==> config.mk <==
export PLATFORM = sky130hd
export DESIGN_NAME = idcc_field_tracker
export DESIGN_NICKNAME = d
export VERILOG_FILES = /design/src/rtl/idcc_field_tracker.sv
export SDC_FILE = /design/constraint.sdc
export NUM_CORES = 1
export LEC_CHECK = 0
export BUFFER_PORTS_ARGS = -buffer_cell sky130_fd_sc_hd__buf_4
export CAP_MARGIN = 5
export CORE_AREA = 2 2 39 41
export DETAILED_ROUTE_END_ITERATION = 10
export DIE_AREA = 0 0 41 43
export PLACE_DENSITY = 0.59
export SYNTH_ARGS = -nofsm -noshare
export SYNTH_HDL_FRONTEND = slang
export SYNTH_SLANG_ARGS = --single-unit
==> constraint.sdc <==
create_clock -name clk -period 1.65 [get_ports clk]
set_clock_uncertainty 0.05 [all_clocks]
set_input_delay 0.165 -clock clk [delete_from_list [all_inputs] [get_ports clk]]
set_output_delay 0.165 -clock clk [all_outputs]
set_load 0.02 [all_outputs]
==> src/rtl/idcc_field_tracker.sv <==
module idcc_field_tracker #(
    parameter int CODE_BITS = 64,
    parameter int FAM_BITS  = 8,
    parameter int CNT_W     = $clog2(CODE_BITS + 1)
) (
    input  logic             clk,
    input  logic             rst_n,
    input  logic             clear_i,
    input  logic             take_i,
    output logic [CNT_W-1:0] count_o,
    output logic             done_o,
    output logic             in_family_o
);
    localparam logic [CNT_W-1:0] LAST = CNT_W'(CODE_BITS);
    localparam logic [CNT_W-1:0] FAMN = CNT_W'(FAM_BITS);

    logic [CNT_W-1:0] count_d, count_q;

    always_comb begin
        count_d = count_q;
        if (clear_i)
            count_d = '0;
        else if (take_i)
            count_d = count_q + 1'b1;
    end

    always_ff @(posedge clk or negedge rst_n) begin
        if (!rst_n) count_q <= '0;
        else        count_q <= count_d;
    end

    assign count_o     = count_q;
    assign done_o      = (count_q == LAST);
    assign in_family_o = (count_q < FAMN);
endmodule

==> out/metrics.csv <==
metric,value,unit
synth_top_area_share,45.9,%
synth_nets,44,
worst_slew_pin_slew,0.262,ns
largest_register_ffs,7,
reg2reg_from,count_o[3],
setup-tns-final,0,ns
critPathLaunch,count_o[0],
finalCriticalPeriod,1.54,ns
critical_path.slowest_cell,dfrtp_2,
timing.critical_path.to,done_o,
grt_pass1_wl,1230,um
path_max_fanout,6,
rsz0062_at_grt,no,
drtAntennaViolNets,0,
drv_slew,0,
yosysMostFrequentCell,dfrtp_1,
postCtsSetupRepairBufs,0,
hold_slack,0.0888,ns
leakagePower,0.236,nW
tritoncts,built,
numCtsBuffers,3,
die_h,43,um
synthFlopType,dfrtp_1,
htree_num_levels,1,
status,"complete, no violations",
start_kind,flop,
final_util,37.5,%
arrival,1.32,ns
nets,60,
crit_chain,inv_1 > ha_1 > nand3b_1 > nor4_2 > buf_4,
start_util,27.6,%
ios,13,
io_buffer_count,12,
r2r_slack,0.35,ns
synth-async-reset-ratio,100,%
drtPass1Iterations,2,
drt_iter0_markers,2,
p_sw,0.102,mW
fillers,155,
layout-drive-gt1-share,34.0,%
dp_hpwl,550,um
seqPwrFrac,47.1,%
worstSetupEndpointType,primary output,
ys_seq_area_share,45.9,%
die_w,41,um
cts_sinks,7,
clock_latency,0.25,ns
clockBufferDepth,2,
max_slew_margin,82.5,%
grt_max_degree,10,
finalCritPeriodShare,93.2,%
hold_depth,2,
yosys.area.top_type,dfrtp_1,
ys_top_cells_by_area,"dfrtp_1 46%, xor2_1 6.9%, ha_1 6.6%",
power.internal,0.291,mW
gr-total-overflow,0,
wl_per_cell,11.0,um
place_ws,0.304,ns
synth_common_cells,"7 x dfrtp_1, 5 x nor2_1, 3 x nand2_1, 3 x xor2_1",
hold_violations,0,
vdd_drop_max,0.290,mV
comb_power_share,12.0,%
clkPwrFrac,40.8,%
rr_endpoint,count_o[6],
drc_errors,0,
dp_cells,64,
coreArea,1380,um^2
synth_area,382,um^2
fmax,0.650,GHz
setup_slack,0.112,ns
grtUsageTotal,10.5,%
diodes,0,
slowest_delay,0.44,ns
first_global_vias,279,
ys_types,18,
avgViaCountPerCell,4.62,
place_congestion,0.723,
powerDensity,758,nW/um^2
ys.warnings.count,0,
syn_to_final_growth,36.1,%
maxCapViolCount,0,
via_count,319,
ys_seq_elements,7,
die_area,1760,um^2
syn_inst,38,
fin_cells,69,
r2r_cells,3,
switching_share,26.0,%
antenna_found_initial,0,
core.rowCount,14,
finalSetupViolations,0,
worstPathRequired,1.43,ns
synth_edf_count,0,
syn_area_per_cell,10.0,um^2
path_class,flop to primary output,
hold_path_class,primary input to flop,
routed_wl,760,um
cts-root-buf,clkbuf_4,
path_clk_slew,0.05,ns
cell usage in the layout (no fill, tap or decap), types with 2 or more instances in the layout:
cell type / instances
buf_4: 12
dfrtp_1: 6
nor2_1: 5
nand2_1: 3
xor2_1: 3
clkbuf_4: 3
inv_1: 2
o21ai_0: 2
or3_1: 2
a21oi_1: 2
ha_1: 2
logic make-up (layout without fill, tap and decap cells):
| logic type | count (synthesis) | count (layout) | synth area share, % |
|---|---|---|---|
| xor gates and xnor gates | 4 | 4 | 9.18 |
| buffers and inverters | 4 | 19 | 6.23 |
| muxes | 1 | 1 | 2.62 |
| AOI/OAI and AO/OA | 6 | 6 | 11.5 |
| adders and majority gates | 2 | 2 | 6.56 |
| and+or+nand+nor | 14 | 14 | 18.0 |
| DFF | 7 | 7 | 45.9 |
critical path: cells and delay by family (launching register included):
family                   cells  cell delay (ns)
flip-flops                   1             0.44
buffers and inverters        2             0.25
AND/OR/NAND/NOR              2             0.24
adder cells (fa/ha/maj)      1             0.13
worst min-delay path by stage:
stage | start | end | slack (ns)
3_3_place_gp | rst_n | count_o[6] | -0.06
3_5_place_dp | rst_n | count_o[6] | -0.06
5_1_grt | clear_i | count_o[5] | 0.09
4_1_cts | clear_i | count_o[6] | 0.08
2_1_floorplan | rst_n | count_o[0] | -0.18
6_report | clear_i | count_o[6] | 0.09
through the flow:
step                      total power, mW  cell area, um^2
after CTS                           0.402              512
after detailed placement            0.234              475
after global routing                0.419              519
after floorplan                     0.216              382
after global placement              0.234              475
final                               0.394              519
power by group through the flow:
stage                     sequential (mW)  clock [mW]  combinational (mW)
after floorplan                     0.193           0              0.0223
after global placement              0.188           0              0.0458
after detailed placement            0.188           0              0.0462
after CTS                           0.185       0.168              0.0482
after global routing                0.187       0.177              0.0547
final                               0.186       0.161              0.0474
cell type report:
type                            instances  area (um^2)  area share [%]
Timing Repair Buffer                   13          100            19.3
Multi-Input combinational cell         27          189            36.4
Inverter                                2         7.51            1.45
Tap cell                               16         20.0            3.86
Clock buffer                            4         26.3            5.06
Sequential cell                         7          176            34.0
metal layers:
metal / vias to the layer above / share of wire, % / GRT usage [%]
li1: 162 / - / -
met1: 143 / 48 / 14.1
met2: 12 / 42 / 14.4
met3: 2 / 8.2 / 3.14
met4: 0 / 1.8 / 6.00
met5: - / 0 / 0
repair_timing:
item | 4_1_cts | 5_1_grt
endpoints found under the setup margin | 0 | 1
endpoints found under the hold margin | 7 | 0
hold buffers | 1 | 0
resized for setup | 0 | 2
No activity file was read; power rests on OpenSTA's default activity.
